**src/rtl/pwm_array_pkg.sv**
```systemverilog
package pwm_array_pkg;

    localparam int unsigned PWM_NCH    = 4;
    localparam int unsigned PWM_DIV_W  = 16;
    localparam int unsigned PWM_DUTY_W = 8;
    localparam int unsigned PWM_DATA_W = 32;
    localparam int unsigned PWM_ADDR_W = 8;

    // byte offsets of the register words
    localparam int unsigned OFS_OUT    = 0;
    localparam int unsigned OFS_CNT    = 4;
    localparam int unsigned OFS_DIV    = 8;
    localparam int unsigned OFS_STRIDE = 4;

    // first hold-high bit inside the control word
    localparam int unsigned BYP_LSB    = 8;

endpackage

```
**src/rtl/pwm_array_regs.sv**
```systemverilog
module pwm_array_regs
    import pwm_array_pkg::*;
#(
    parameter int unsigned NCH    = PWM_NCH,
    parameter int unsigned DIV_W  = PWM_DIV_W,
    parameter int unsigned DUTY_W = PWM_DUTY_W,
    parameter int unsigned DATA_W = PWM_DATA_W,
    parameter int unsigned ADDR_W = PWM_ADDR_W,
    parameter int unsigned SEL_W  = (NCH > 1) ? $clog2(NCH) : 1
) (
    input  logic                           clk_i,
    input  logic                           rst_ni,
    input  logic [ADDR_W-1:0]              addr_i,
    input  logic [DATA_W-1:0]              wdata_i,
    input  logic                           wr_en_i,
    input  logic                           rd_en_i,
    output logic [DATA_W-1:0]              rdata_o,
    output logic [NCH-1:0]                 oe_o,
    output logic [NCH-1:0]                 byp_o,
    output logic [NCH-1:0]                 ce_o,
    output logic [NCH-1:0][DIV_W-1:0]      div_o,
    output logic [NCH-1:0][DUTY_W-1:0]     duty_o,
    output logic [NCH-1:0][SEL_W-1:0]      sel_o
);

    localparam int unsigned OFS_DUTY = OFS_DIV + OFS_STRIDE * NCH;

    typedef struct packed {
        logic [NCH-1:0]             oe;
        logic [NCH-1:0]             byp;
        logic [NCH-1:0]             ce;
        logic [NCH-1:0][DIV_W-1:0]  div;
        logic [NCH-1:0][DUTY_W-1:0] duty;
        logic [NCH-1:0][SEL_W-1:0]  sel;
    } rf_t;

    rf_t rf_d, rf_q;

    // bits above the widest field never reach a register
    logic unused_wbits;
    assign unused_wbits = ^wdata_i[DATA_W-1:DIV_W];

    always_comb begin
        rf_d = rf_q;
        if (wr_en_i) begin
            if (addr_i == ADDR_W'(OFS_OUT)) begin
                rf_d.oe  = wdata_i[NCH-1:0];
                rf_d.byp = wdata_i[BYP_LSB +: NCH];
            end
            if (addr_i == ADDR_W'(OFS_CNT)) begin
                rf_d.ce = wdata_i[NCH-1:0];
            end
            for (int n = 0; n < NCH; n++) begin
                if (addr_i == ADDR_W'(OFS_DIV + OFS_STRIDE * n)) begin
                    rf_d.div[n] = wdata_i[DIV_W-1:0];
                end
                if (addr_i == ADDR_W'(OFS_DUTY + OFS_STRIDE * n)) begin
                    rf_d.duty[n] = wdata_i[DUTY_W-1:0];
                    rf_d.sel[n]  = wdata_i[DUTY_W +: SEL_W];
                end
            end
        end
    end

    always_ff @(posedge clk_i or negedge rst_ni) begin
        if (!rst_ni) begin
            rf_q <= '0;
        end else begin
            rf_q <= rf_d;
        end
    end

    always_comb begin
        rdata_o = '0;
        if (rd_en_i) begin
            if (addr_i == ADDR_W'(OFS_OUT)) begin
                rdata_o[NCH-1:0]        = rf_q.oe;
                rdata_o[BYP_LSB +: NCH] = rf_q.byp;
            end
            if (addr_i == ADDR_W'(OFS_CNT)) begin
                rdata_o[NCH-1:0] = rf_q.ce;
            end
            for (int n = 0; n < NCH; n++) begin
                if (addr_i == ADDR_W'(OFS_DIV + OFS_STRIDE * n)) begin
                    rdata_o[DIV_W-1:0] = rf_q.div[n];
                end
                if (addr_i == ADDR_W'(OFS_DUTY + OFS_STRIDE * n)) begin
                    rdata_o[DUTY_W-1:0]    = rf_q.duty[n];
                    rdata_o[DUTY_W +: SEL_W] = rf_q.sel[n];
                end
            end
        end
    end

    assign oe_o   = rf_q.oe;
    assign byp_o  = rf_q.byp;
    assign ce_o   = rf_q.ce;
    assign div_o  = rf_q.div;
    assign duty_o = rf_q.duty;
    assign sel_o  = rf_q.sel;

endmodule

```
**src/rtl/pwm_array_chan.sv**
```systemverilog
module pwm_array_chan
    import pwm_array_pkg::*;
#(
    parameter int unsigned DIV_W  = PWM_DIV_W,
    parameter int unsigned DUTY_W = PWM_DUTY_W
) (
    input  logic              clk_i,
    input  logic              rst_ni,
    input  logic              ce_i,
    input  logic              oe_i,
    input  logic              byp_i,
    input  logic [DUTY_W-1:0] duty_i,
    input  logic [DIV_W-1:0]  div_i,
    output logic              pwm_o,
    output logic [DUTY_W-1:0] cnt_o,
    output logic [DIV_W-1:0]  pre_o
);

    typedef struct packed {
        logic [DIV_W-1:0]  pre;
        logic [DUTY_W-1:0] cnt;
    } st_t;

    st_t              st_d, st_q;
    logic [DIV_W-1:0] term;

    // terminal prescaler count; a zero divider behaves like one
    always_comb begin
        term = (div_i == '0) ? '0 : div_i - 1'b1;
    end

    always_comb begin
        st_d = st_q;
        if (!ce_i) begin
            st_d = '0;
        end else if (st_q.pre >= term) begin
            st_d.pre = '0;
            st_d.cnt = st_q.cnt + 1'b1;
        end else begin
            st_d.pre = st_q.pre + 1'b1;
        end
    end

    always_ff @(posedge clk_i or negedge rst_ni) begin
        if (!rst_ni) begin
            st_q <= '0;
        end else begin
            st_q <= st_d;
        end
    end

    assign pwm_o = oe_i & (byp_i | (ce_i & (st_q.cnt < duty_i)));
    assign cnt_o = st_q.cnt;
    assign pre_o = st_q.pre;

endmodule

```
**src/rtl/pwm_array.sv**
```systemverilog
module pwm_array
    import pwm_array_pkg::*;
#(
    parameter int unsigned NCH    = PWM_NCH,
    parameter int unsigned DIV_W  = PWM_DIV_W,
    parameter int unsigned DUTY_W = PWM_DUTY_W,
    parameter int unsigned DATA_W = PWM_DATA_W,
    parameter int unsigned ADDR_W = PWM_ADDR_W
) (
    input  logic              clk_i,
    input  logic              rst_ni,
    input  logic [ADDR_W-1:0] addr_i,
    input  logic [DATA_W-1:0] wdata_i,
    input  logic              wr_en_i,
    input  logic              rd_en_i,
    output logic [DATA_W-1:0] rdata_o,
    output logic [NCH-1:0]    pwm_o
);

    localparam int unsigned SEL_W = (NCH > 1) ? $clog2(NCH) : 1;

    logic [NCH-1:0]             oe_w;
    logic [NCH-1:0]             byp_w;
    logic [NCH-1:0]             ce_w;
    logic [NCH-1:0][DIV_W-1:0]  div_w;
    logic [NCH-1:0][DUTY_W-1:0] duty_w;
    logic [NCH-1:0][SEL_W-1:0]  sel_w;
    logic [NCH-1:0][DIV_W-1:0]  div_mux;
    logic [NCH-1:0][DUTY_W-1:0] cnt_w;
    logic [NCH-1:0][DIV_W-1:0]  pre_w;

    pwm_array_regs #(
        .NCH    (NCH),
        .DIV_W  (DIV_W),
        .DUTY_W (DUTY_W),
        .DATA_W (DATA_W),
        .ADDR_W (ADDR_W),
        .SEL_W  (SEL_W)
    ) u_regs (
        .clk_i   (clk_i),
        .rst_ni  (rst_ni),
        .addr_i  (addr_i),
        .wdata_i (wdata_i),
        .wr_en_i (wr_en_i),
        .rd_en_i (rd_en_i),
        .rdata_o (rdata_o),
        .oe_o    (oe_w),
        .byp_o   (byp_w),
        .ce_o    (ce_w),
        .div_o   (div_w),
        .duty_o  (duty_w),
        .sel_o   (sel_w)
    );

    for (genvar g = 0; g < NCH; g++) begin : g_chan
        assign div_mux[g] = div_w[sel_w[g]];

        pwm_array_chan #(
            .DIV_W  (DIV_W),
            .DUTY_W (DUTY_W)
        ) u_chan (
            .clk_i  (clk_i),
            .rst_ni (rst_ni),
            .ce_i   (ce_w[g]),
            .oe_i   (oe_w[g]),
            .byp_i  (byp_w[g]),
            .duty_i (duty_w[g]),
            .div_i  (div_mux[g]),
            .pwm_o  (pwm_o[g]),
            .cnt_o  (cnt_w[g]),
            .pre_o  (pre_w[g])
        );
    end

endmodule

```
**config.mk**
```make
export PLATFORM = sky130hd
export DESIGN_NAME = pwm_array
export DESIGN_NICKNAME = d
export VERILOG_FILES = /design/src/rtl/pwm_array_pkg.sv /design/src/rtl/pwm_array_regs.sv /design/src/rtl/pwm_array_chan.sv /design/src/rtl/pwm_array.sv
export SDC_FILE = /design/constraint.sdc
export NUM_CORES = 1
export LEC_CHECK = 0
export ABC_AREA = 1
export ABC_CLOCK_PERIOD_IN_PS = 6000
export BUFFER_PORTS_ARGS = -buffer_cell sky130_fd_sc_hd__buf_2
export CAP_MARGIN = 20
export CORE_UTILIZATION = 50
export CTS_CLUSTER_DIAMETER = 100
export DETAILED_ROUTE_END_ITERATION = 16
export PLACE_DENSITY = 0.67
export SLEW_MARGIN = 10
export SYNTH_ARGS = -nofsm -noshare
export SYNTH_HDL_FRONTEND = slang
export SYNTH_SLANG_ARGS = --single-unit
```
**constraint.sdc**
```tcl
create_clock -name clk_i -period 6 [get_ports clk_i]
set_clock_uncertainty 0.05 [all_clocks]
set_input_delay 1.2 -clock clk_i [delete_from_list [all_inputs] [get_ports clk_i]]
set_output_delay 1.2 -clock clk_i [all_outputs]
set_load 0.03 [all_outputs]
```
# After elaboration in Yosys (flattened, before gate mapping)
# Index checks and enable logic that the tools add are counted.
[totals]
ff_bits = 212
inputBits = 44
out_inout_bits = 36
[classes]
n_addsub = 12
n_lt_le_gt_ge = 12
eq_ne = 13
n_mux = 37
n_bitwise = 12
n_reduce_logical = 15
[ops]
columns = ["operator", "count"]
rows = [
  ["16-bit 2-to-1 mux", 18],
  ["16-bit binary-select mux with 2-bit select", 4],
  ["24-bit 2-to-1 mux", 4],
  ["16-bit by 1-bit adder with 16-bit output, second input constant", 4],
  ["16-bit >= comparator", 4],
  ["16-bit logical NOT", 4],
  ["16-bit by 1-bit subtractor with 16-bit output, second input constant", 4],
  ["10-bit 2-to-1 mux", 4],
  ["8-bit by 1-bit adder with 8-bit output, second input constant", 4],
  ["8-bit by 5-bit == test with 1-bit output, second input constant", 4],
  ["8-bit less-than comparator", 4],
  ["8-bit 2-to-1 mux", 4],
  ["2-bit AND reduction", 10],
  ["8-bit by 4-bit == test with 1-bit output, second input constant", 2],
  ["8-bit by 6-bit == test with 1-bit output, second input constant", 2],
  ["2-bit by 3-bit less-than comparator with 1-bit output, second input constant", 4],
  ["4-bit 2-to-1 mux", 3],
  ["1-bit AND", 8],
  ["8-bit by 3-bit == test with 1-bit output, second input constant", 1],
  ["8-bit logical NOT", 1],
  ["2-bit by 1-bit != test with 1-bit output, second input constant", 4],
  ["1-bit OR", 4],
]

# Longest topological paths before layout
# Gate-level depths: netlist of run 1.
[depth]
ltp_word = 13
depth_mapped = 22
ltp_nobuf = 21

# Cells and area by module
# A second synthesis of run 1 with hierarchy kept.
[unflattened]
cells_unflattened = 2609
area_unflattened_um2 = 17179.0
[modules_own_cells]
columns = ["mod", "instances", "cells_each", "area_per_inst_um2"]
rows = [
  ["pwm_array_regs", 1, 668, 5521.5],
  ["pwm_array_chan (g_chan[1].u_chan ...)", 2, 345, 2292.2],
  ["pwm_array", 1, 560, 2509.9],
  ["pwm_array_chan (g_chan[0].u_chan)", 1, 344, 2282.2],
  ["pwm_array_chan (g_chan[3].u_chan)", 1, 347, 2280.9],
]

# Worst setup path before layout of run 1
# No wires, ideal clock.
[synth_path]
kind = "in2out"
startpoint = "input addr_i[5]"
endpoint = "output rdata_o[14]"
arrival_time_ns = 2.790
path_slack_ns = 1.960
path_stages = 8
n_path_buf = 1
path_cell_list = "inv_1 > nand2_1 > nor2_1 > inv_1 > nor2_4 > buf_4 > a21oi_1 > a311oi_1"
[synth_via]
elab_chain_len = 7
[synth_rtl]
columns = ["element", "line", "rtl"]
rows = [
  ["start: declaration", "pwm_array.sv:12", "input logic [ADDR_W-1:0] addr_i,"],
  ["8-bit by 4-bit == test with 1-bit output", "pwm_array_regs.sv:84", "if (addr_i == ADDR_W'(OFS_DIV + OFS_STRIDE * n)) begin"],
  ["16-bit 2-to-1 mux", "pwm_array_regs.sv:84", ""],
  ["16-bit 2-to-1 mux", "pwm_array_regs.sv:75", "if (rd_en_i) begin"],
  ["16-bit 2-to-1 mux (2 in series)", "pwm_array_regs.sv:84", ""],
  ["16-bit 2-to-1 mux (*)", "pwm_array_regs.sv:84", ""],
  ["16-bit 2-to-1 mux (*)", "pwm_array_regs.sv:75", ""],
  ["end: declaration", "pwm_array.sv:16", "output logic [DATA_W-1:0] rdata_o,"],
]
# Every way passes the cells marked *; elsewhere a longest branch is shown, timed or not. The select of a mux whose other input is x is not followed.

# Final worst setup path of run 1
[layout_path]
startpoint = "register u_regs.rf_q, in the netlist u_regs.sel_o[6]"
endpoint = "register g_chan[3].u_chan.st_q, in the netlist g_chan[3].u_chan.cnt_o[2]"
[layout_via]
elab_chain_len = 6
[layout_rtl]
columns = ["element", "line", "rtl"]
rows = [
  ["start: declaration", "pwm_array_regs.sv:37", "rf_t rf_d, rf_q;"],
  ["start signal: assignment", "pwm_array_regs.sv:69", "rf_q <= rf_d;"],
  ["16-bit binary-select mux with 2-bit select (*)", "pwm_array.sv:56", "assign div_mux[g] = div_w[sel_w[g]];"],
  ["16-bit 2-to-1 mux (implied by the code) (*)", "pwm_array.sv:56", ""],
  ["16-bit by 1-bit subtractor with 16-bit output or 16-bit logical NOT (tied branches)", "pwm_array_chan.sv:29", "term = (div_i == '0) ? '0 : div_i - 1'b1;"],
  ["16-bit 2-to-1 mux (*)", "pwm_array_chan.sv:29", ""],
  ["16-bit >= comparator (*)", "pwm_array_chan.sv:36", "end else if (st_q.pre >= term) begin"],
  ["2-bit by 1-bit != test with 1-bit output (no line) (*)", "n/a", ""],
  ["end signal: assignment", "pwm_array_chan.sv:48", "st_q <= st_d;"],
  ["end: declaration", "pwm_array_chan.sv:24", "st_t st_d, st_q;"],
]
# Marks and branches as above.
# A chain may end at the register's enable or synchronous reset.

==> results of run 1 <==
[power by group]
group          internal, mW  total (mW)  switching [mW]
logic                 0.423        1.24           0.822
clock network         0.940        1.59           0.650
registers              1.47        1.55          0.0775
total                  2.83        4.38            1.55
[logic make-up after synthesis]
group                    share of synthesized area (%)
AND/OR/NAND/NOR                                   32.7
other                                           0.0227
XOR/XNOR                                          2.71
AO/OA/AOI/OAI                                     14.5
buffers and inverters                             9.79
flip-flops                                        32.1
adder cells (fa/ha/maj)                           8.19
[Yosys cell counts, drive strengths merged]
library cell / n
a21boi: 3
inv: 241
conb: 1
ha: 108
a32oi: 1
a221oi: 1
o22ai: 4
o21a: 11
a311oi: 1
nand3: 191
buf: 69
dfrtp: 212
a41oi: 1
a21oi: 132
nor4: 8
o211ai: 10
nand2: 658
o21bai: 6
nand3b: 19
or2: 5
clkbuf: 35
and2: 4
nor2: 193
o31ai: 1
nand4: 74
a31oi: 1
clkinv: 1
o21ai: 275
nor3: 44
nor3b: 3
xor2: 33
xnor2: 18
[registers in the layout (all words and copies together) (netlist names)]
| register | cells |
|---|---|
| g_chan.u_chan.cnt_o | 32 |
| g_chan.u_chan.pre_o | 64 |
| u_regs.byp_o | 4 |
| u_regs.ce_o | 4 |
| u_regs.div_o | 64 |
| u_regs.duty_o | 32 |
| u_regs.oe_o | 4 |
| u_regs.sel_o | 8 |
[metal layers]
metal / track usage, % / vias to the layer above / share of wire (%) / routed length (um)
met5: 0 / - / 0 / 0
met4: 9.57 / 0 / 3.2 / 1580
met3: 4.40 / 104 / 7.6 / 3790
met2: 49.6 / 624 / 46 / 23200
met1: 40.1 / 7493 / 43 / 21300
li1: - / 7819 / - / -
[critical path, delay by kind of cell (launching register included)]
family          cells  cell delay [ns]
fa+ha+maj           2             0.45
flops               1             0.83
simple gates        6             1.58
compound gates      6             1.42
buf+inv             2             0.28
[how the worst max path moves through the flow]
| stage | cells after the start | start | to |
|---|---|---|---|
| finish | 16 | u_regs.sel_o[6] | g_chan[3].u_chan.cnt_o[2] |
| global route | 17 | u_regs.sel_o[6] | g_chan[3].u_chan.cnt_o[1] |
| CTS | 16 | u_regs.sel_o[6] | g_chan[3].u_chan.cnt_o[1] |
| detailed placement | 16 | u_regs.sel_o[6] | g_chan[3].u_chan.cnt_o[1] |
| global placement | 16 | u_regs.sel_o[6] | g_chan[3].u_chan.cnt_o[7] |
| floorplan | 8 | addr_i[5] | rdata_o[14] |
[final cells by class]
class / instances / area [um^2]
tap: 442 / 553
fill: 3235 / 14900
inverter: 242 / 913
clock buffer: 32 / 724
sequential: 212 / 5310
timing repair buffer: 60 / 375
multi-input combinational: 1821 / 9640
clock inverter: 15 / 136
==> impl_metrics.ini, run 1 <==
[global_routing]
grt_usage_pct = 29.9
antenna_found_initial = 0
overflow = 0
grt_pass1_wl_um = 79400
grt_max_degree = 143
grt_pass1_vias = 14728

[placement]
hpwlAfterDp_um = 37100
place.gp.congestion = 0.981
pre_cts_ws_ns = 1.33
dp_cells = 2776
placed_area_um2 = 16800
port_buffers = 47

[yosys]
ys_warn_count = 0
ys_seq_area_share_pct = 32.1
syn_inst = 2364
ys_seq_elements = 212
ys_top_cells_by_area = dfrtp_1 32%, nand2_1 15%, ha_1 8.2%, o21ai_0 6.6%, nand3_1 5.5%
synth_top_area_share_pct = 32.1
syn_area_per_cell_um2 = 6.98
synth_area_leader_cell = dfrtp_1
ys_types = 54
syn_area_um2 = 16500

[timing]
fmax_mhz = 212
hold_violations = 0
final.setup.tns_ns = 0
maxSlewViolCount = 0
timing.final.ws_setup_ns = 1.27
tightest_slew_ns = 1.09
setup_violations = 0
fin_crit_sh_pct = 78.8
slew-limit-headroom_pct = 26.9
layout_min_cycle_time_ns = 4.73
rsz0062_at_grt = no
timing.hold.ws_ns = 0.433

[die]
start_util_pct = 50.7
fp.dieW_um = 184
rows = 66
core-area_um2 = 32500
die_area_um2 = 33700
dieHeight_um = 184
pin_count = 80

[critical_path]
ff2ff_path_depth = 16
cpPeakStageDelay_ns = 0.83
required_ns = 6.39
r2r-end = g_chan[3].u_chan.cnt_o[2]
crit_path_top_delay_cell = dfrtp_1
critPathLaunchType = flip-flop
arrival_ns = 5.12
critPathCaptureType = flip-flop
r2r_start = u_regs.sel_o[6]
cp_max_fo = 23
worst-r2r-setup-slack_ns = 1.27
crit_chain = inv_4, nor2_1, nor2_1, a21oi_2, ha_1, inv_1, nor3_2, nand4_4, nand3_1, ha_1, a21oi_1, o21ai_0, o21bai_1, a21oi_1, nand3_1, o21ai_0
critPathKind = flip-flop to flip-flop

[layout]
design_area_um2 = 17600
layout.nets = 2515
stdcell_count = 2824
area_growth_pct = 6.93
drive_gt1_share_pct = 8.31
final_cell_mix = 638 x nand2_1, 228 x inv_1, 219 x o21ai_0, 212 x dfrtp_1, 182 x nand3_1
insertedDiodeCount = 0
layout_commonest_cell = nand2_1
final_util_pct = 54.2

[hold_path]
worstHoldStart = u_regs.duty_o[13]
hold-path-endpoint = u_regs.duty_o[13]
min_path_type = flip-flop to flip-flop
min_path_cells = 2

[power]
pwr_density_cell_nw_per_um2 = 248
leakage_nw = 8.15
ir_drop_mv = 0.201
finalPower_mw = 4.38

[cts]
h-tree-depth = 1
cts_buffer_depth = 3
clock_latency_ns = 0.55
numClockSinks = 212
cts_tree = yes
cts_made_buffers = 26
clockRootBuffer = clkbuf_16
ctsHoldBuffers = 0
post_cts_buffers = 0
cts_resized = 0
clkSlewWorstSetupHoldPaths_ns = 0.06

[detailed_routing]
drc = 0
vias = 16040
totalWireLength_um = 49900
drt_iter0_markers = 1541
drtPass1Iterations = 6
vias_per_cell = 5.68
ant_nets = 0
wl_per_cell_um = 17.7

[flow_run]
maxCapViolCount = 0

[run_status]
outcome = complete, no violations
Note: power is estimated with default switching activity, not from simulation.
==> run 2, diff against run 1 <==
ABC_AREA = 0   (was 1)
ABC_CLOCK_PERIOD_IN_PS = 4500   (was 6000)
clock period = 4.5 ns   (was 6 ns; I/O delays follow)
==> impl_metrics.ini, run 2 <==
[layout]
layout_commonest_cell = dfrtp_1
drive_gt1_share_pct = 26.0
final_util_pct = 59.4
insertedDiodeCount = 0
layout.nets = 1784
area_growth_pct = 16.2
design_area_um2 = 17700
final_cell_mix = 208 x dfrtp_1, 144 x nor2_1, 125 x nand2_1, 117 x mux2_2, 106 x ha_1

[placement]
hpwlAfterDp_um = 30800
port_buffers = 47
place.gp.congestion = 0.963
pre_cts_ws_ns = -0.208
placed_area_um2 = 16400

[critical_path]
critPathLaunchType = flip-flop
cpPeakStageDelay_ns = 0.59
critPathTopFamily = simple AND/OR/NAND/NOR gates
crit_chain = mux4_2, or4_4, or3_4, or4_4, xnor2_2, nand2_2, ha_4, nand4_1, a211oi_2, a211oi_4, buf_12, clkbuf_16, or4_4, a21oi_2
cp_max_fo = 7
required_ns = 4.91
crit_buf_inv = 2
arrival_ns = 4.84
worst-r2r-setup-slack_ns = 0.07
crit_path_top_delay_cell = mux4_2
critPathKind = flip-flop to flip-flop
critPathCaptureType = flip-flop
cpMostUsedCell = or4_4

[yosys]
ys_seq_area_share_pct = 34.8
syn_area_um2 = 15200
ys_warn_count = 0
syn_inst = 1515
ys_seq_elements = 212
ys_types = 71
synth_top_area_share_pct = 34.8
synth_edf_count = 0
async_reset_ff_share_pct = 100
ys_top_cells_by_count = 212 x dfrtp_1, 146 x nor2_1, 128 x nand2_1
syn_area_per_cell_um2 = 10.1
ys_top_cells_by_area = dfrtp_1 35%, ha_1 8.9%, mux4_2 8.9%, mux2_2 8.7%, nor2_1 3.6%
synth.most_common_cell = dfrtp_1
synth_area_leader_cell = dfrtp_1
ys.flop_type = dfrtp_1

[cts]
cts_made_buffers = 26
h-tree-depth = 1
ctsHoldBuffers = 0
clockRootBuffer = clkbuf_16
clkSlewWorstSetupHoldPaths_ns = 0.06
clock_latency_ns = 0.55
cts_tree = yes
cts_buffer_depth = 3
numClockSinks = 212

[die]
dieHeight_um = 177
die_area_um2 = 31200
core-area_um2 = 29800
pin_count = 80
rows = 63
fp.dieW_um = 177
start_util_pct = 51.1

[detailed_routing]
drt_iter0_markers = 910
ant_nets = 0
vias_per_cell = 6.13
wl_per_cell_um = 20.6
drtPass1Iterations = 6
totalWireLength_um = 42100
drc = 0
vias = 12505

[timing]
fmax_mhz = 226
setup_violations = 0
maxSlewViolCount = 0
layout_min_cycle_time_ns = 4.43
slew-limit-headroom_pct = 31.3
tightest_slew_ns = 1.03
rsz0062_at_grt = yes
fin_crit_sh_pct = 98.5
final.setup.tns_ns = 0
timing.final.ws_setup_ns = 0.0696
hold_violations = 0

[global_routing]
grt_pass1_wl_um = 66000
antenna_found_initial = 0
grt_usage_pct = 27.0
grt_max_degree = 112
overflow = 0
grt_pass1_vias = 12310

[run_status]
outcome = complete, no violations

[flow_run]
maxCapViolCount = 0

[hold_path]
min_path_type = input port to async pin

[power]
leakage_nw = 7.95
ir_drop_mv = 0.264
pwr_density_cell_nw_per_um2 = 330
## run 2: cell type report
type                    count  area [um^2]
clock buffers              34          721
clock inverters            12          205
fillers                  2545        12100
inverters                  57          214
multi-input cells        1183         9580
flip-flops and latches    212         5310
well taps                 390          488
repair buffers            152         1180
## run 2: final timing paths
check,start,to,cells past startpoint
setup / recovery,u_regs.sel_o[4],g_chan[2].u_chan.cnt_o[6],14
hold / removal,rst_ni,g_chan[2].u_chan.pre_o[7],1
setup reg to reg,u_regs.sel_o[4],g_chan[2].u_chan.cnt_o[6],14
hold reg to reg,u_regs.duty_o[21],u_regs.duty_o[21],1
max in group asynchronous,rst_ni,g_chan[0].u_chan.pre_o[4],2
min in group clk_i,u_regs.duty_o[21],u_regs.duty_o[21],1
## run 2: kinds of logic after synthesis
group           after synthesis  synth area share [%]
other cells                   1                0.0246
flops                       212                  34.8
mux                         204                  19.7
fa+ha+maj                   108                  8.87
compound gates              253                  10.6
simple gates                506                  16.4
buf+inv                     135                  3.94
xor+xnor                     96                  5.57
## run 2: per-layer routing
layer	global-route usage, %	part of all wire (%)
met1	36.7	42
met2	43.3	47
met3	4.74	8.2
met4	9.73	3.5
met5	0	0
## run 2: timing repair
action                     in CTS  in global routing
resized for setup               5                 46
gates cloned                    0                  3
pin swaps                       0                  7
buffers inserted                0                 12
setup endpoints to repair      54                 90
## run 2: metrics by stage
| stage | cells | power, mW | hold WS [ns] |
|---|---|---|---|
| after floorplan | 1530 | 3.05 | 0.425 |
| after global placement | 1979 | 3.45 | 0.437 |
| after detailed placement | 1979 | 3.50 | 0.444 |
| after CTS | 2025 | 5.78 | 0.420 |
| after global routing | 2040 | 6.12 | 0.470 |
| final | 2040 | 5.84 | 0.360 |
## run 2: where the power goes
part           internal (mW)  total [mW]  switching (mW)
logic                  0.685        1.54           0.852
registers               1.96        2.03          0.0710
clock network           1.41        2.27           0.857
## run 2: worst register-to-register path, delay by kind of cell (launching register included)
kind / cells / cell delay (ns)
compound gates: 3 / 0.49
simple gates: 6 / 2.02
fa+ha+maj: 1 / 0.27
xor+xnor: 1 / 0.14
buf+inv: 2 / 0.30
flops: 1 / 0.48
mux: 1 / 0.59
==> run 3, diff against run 2 <==
CTS_BUF_LIST = sky130_fd_sc_hd__clkbuf_8   (was not set)
PLACE_DENSITY = 0.73   (was 0.67)
==> impl_metrics.ini, run 3 (synthesis results as in run 2) <==
[detailed_routing]
vias_per_cell = 6.21
totalWireLength_um = 42100
drtPass1Iterations = 5
drt_iter0_markers = 1012
ant_nets = 0
drc = 0
vias = 12719
wl_per_cell_um = 20.5

[cts]
cts_tree = yes
clockRootBuffer = clkbuf_8
cts_buffer_depth = 3
cts_made_buffers = 40
clock_latency_ns = 0.56
clkSlewWorstSetupHoldPaths_ns = 0.06
numClockSinks = 212
ctsHoldBuffers = 0
h-tree-depth = 2

[die]
pin_count = 80
start_util_pct = 51.1
rows = 63
fp.dieW_um = 177
dieHeight_um = 177
core-area_um2 = 29800
die_area_um2 = 31200

[power]
pwr-share-comb_pct = 27.1
finalPower_mw = 5.58
switchingPower_mw = 1.79
pwr_density_cell_nw_per_um2 = 319
power_frac_seq_pct = 36.4
p_clk_share_pct = 36.4
power_switching_share_pct = 32.1
leakage_nw = 7.89
p_int_mw = 3.79
ir_drop_mv = 0.230

[global_routing]
grt_usage_pct = 27.2
grt_pass1_vias = 12643
antenna_found_initial = 0
overflow = 0
grt_pass1_wl_um = 66700
grt_max_degree = 86

[layout]
final_cell_mix = 207 x dfrtp_1, 135 x nor2_1, 126 x nand2_1, 117 x mux2_2, 107 x ha_1
n_fill_cell = 2512
layout.nets = 1782
drive_gt1_share_pct = 26.5
insertedDiodeCount = 0
multi_input_area_um2 = 9590
layout_commonest_cell = dfrtp_1
seq_area_um2 = 5310
area_growth_pct = 14.9

[placement]
hpwlAfterDp_um = 30500
place.gp.congestion = 0.981
pre_cts_ws_ns = -0.111
port_buffers = 47

[critical_path]
required_ns = 4.92
critPathCaptureType = flip-flop
critPathLaunchType = flip-flop
critPathKind = flip-flop to flip-flop
cp_max_fo = 8
ff2ff_path_depth = 14
arrival_ns = 4.83
r2r_start = u_regs.sel_o[4]
critPathLaunch = u_regs.sel_o[4]

[timing]
timing.final.ws_setup_ns = 0.0949
layout_min_cycle_time_ns = 4.41
fin_crit_sh_pct = 97.9
setup_violations = 0
rsz0062_at_grt = yes
slew-limit-headroom_pct = 34.3
tightest_slew_ns = 0.983
maxSlewViolCount = 0
fmax_mhz = 227
hold_violations = 0

[hold_path]
min_path_type = input port to async pin

[run_status]
outcome = complete, no violations

[flow_run]
maxCapViolCount = 0
[run 3: cell types whose count changed in the layout (fill, tap and decap cells not counted), sizes merged]
cell	before	now
buf	150	134
clkinvlp	2	0
clkbuf	36	55
clkinv	9	6
inv	53	67
bufinv	5	2
[run 3: cell type report]
| type | count | share of cell area [%] |
|---|---|---|
| clock buffers | 53 | 4.17 |
| clock inverters | 18 | 0.786 |
| inverters | 57 | 1.22 |
| multi-input cells | 1183 | 54.8 |
| flip-flops and latches | 212 | 30.3 |
| well taps | 390 | 2.79 |
| repair buffers | 136 | 5.94 |
[run 3: through the flow]
stage | area, um^2 | TNS (ns) | hold slack, ns | cells | utilization (%)
6_report | 17500 | 0 | 0.343 | 2049 | 58.8
5_1_grt | 17500 | -1.10 | 0.398 | 2049 | 58.8
4_1_cts | 17200 | -0.635 | 0.350 | 2040 | 57.8
3_5_place_dp | 16300 | -2.00 | 0.443 | 1969 | 54.8
3_3_place_gp | 16300 | -0.345 | 0.436 | 1969 | 54.8
2_1_floorplan | 15300 | -0.00675 | 0.425 | 1530 | -
[run 3: worst paths after layout]
| kind | to | slack, ns |
|---|---|---|
| worst max-delay path | g_chan[2].u_chan.cnt_o[6] | 0.09 |
| worst min-delay path | g_chan[2].u_chan.pre_o[10] | 0.34 |
| worst max register to register | g_chan[2].u_chan.cnt_o[6] | 0.09 |
| worst min register to register | u_regs.duty_o[21] | 0.45 |
| max in group asynchronous | u_regs.sel_o[0] | 2.99 |
| min in group clk_i | u_regs.duty_o[21] | 0.45 |
[run 3: routing by layer]
| layer | vias to the layer above | global-route usage [%] | wire, um |
|---|---|---|---|
| li1 | 5741 | - | - |
| met3 | 120 | 6.87 | 3820 |
| met1 | 6251 | 35.5 | 17100 |
| met4 | 2 | 10.5 | 1550 |
| met5 | - | 0 | 16 |
| met2 | 605 | 43.5 | 19600 |
[run 3: critical path, cell delays in order, from the launching register on]
cell and delay, ns:
dfrtp_2 0.48, mux4_2 0.57, or4_4 0.54, or3_4 0.37, or4_4 0.44, xnor2_2 0.15
nand2_1 0.08, ha_1 0.29, nand4_1 0.12, a211oi_2 0.22, a211oi_4 0.11, buf_12 0.16
buf_12 0.13, or4_4 0.48, a21oi_2 0.13
[run 3: timing repair]
action	in CTS	in global routing
setup endpoints to repair	54	96
resized for setup	4	54
pin swaps	0	16
setup buffers	0	7
cloned	0	2
[run 3: power groups by stage]
stage,sequential [mW],clock [mW],combinational (mW)
CTS,2.03,2.07,1.43
global placement,2.06,0,1.37
finish,2.03,2.03,1.51
floorplan,2.03,0,1.02
detailed placement,2.06,0,1.42
global route,2.04,2.15,1.70
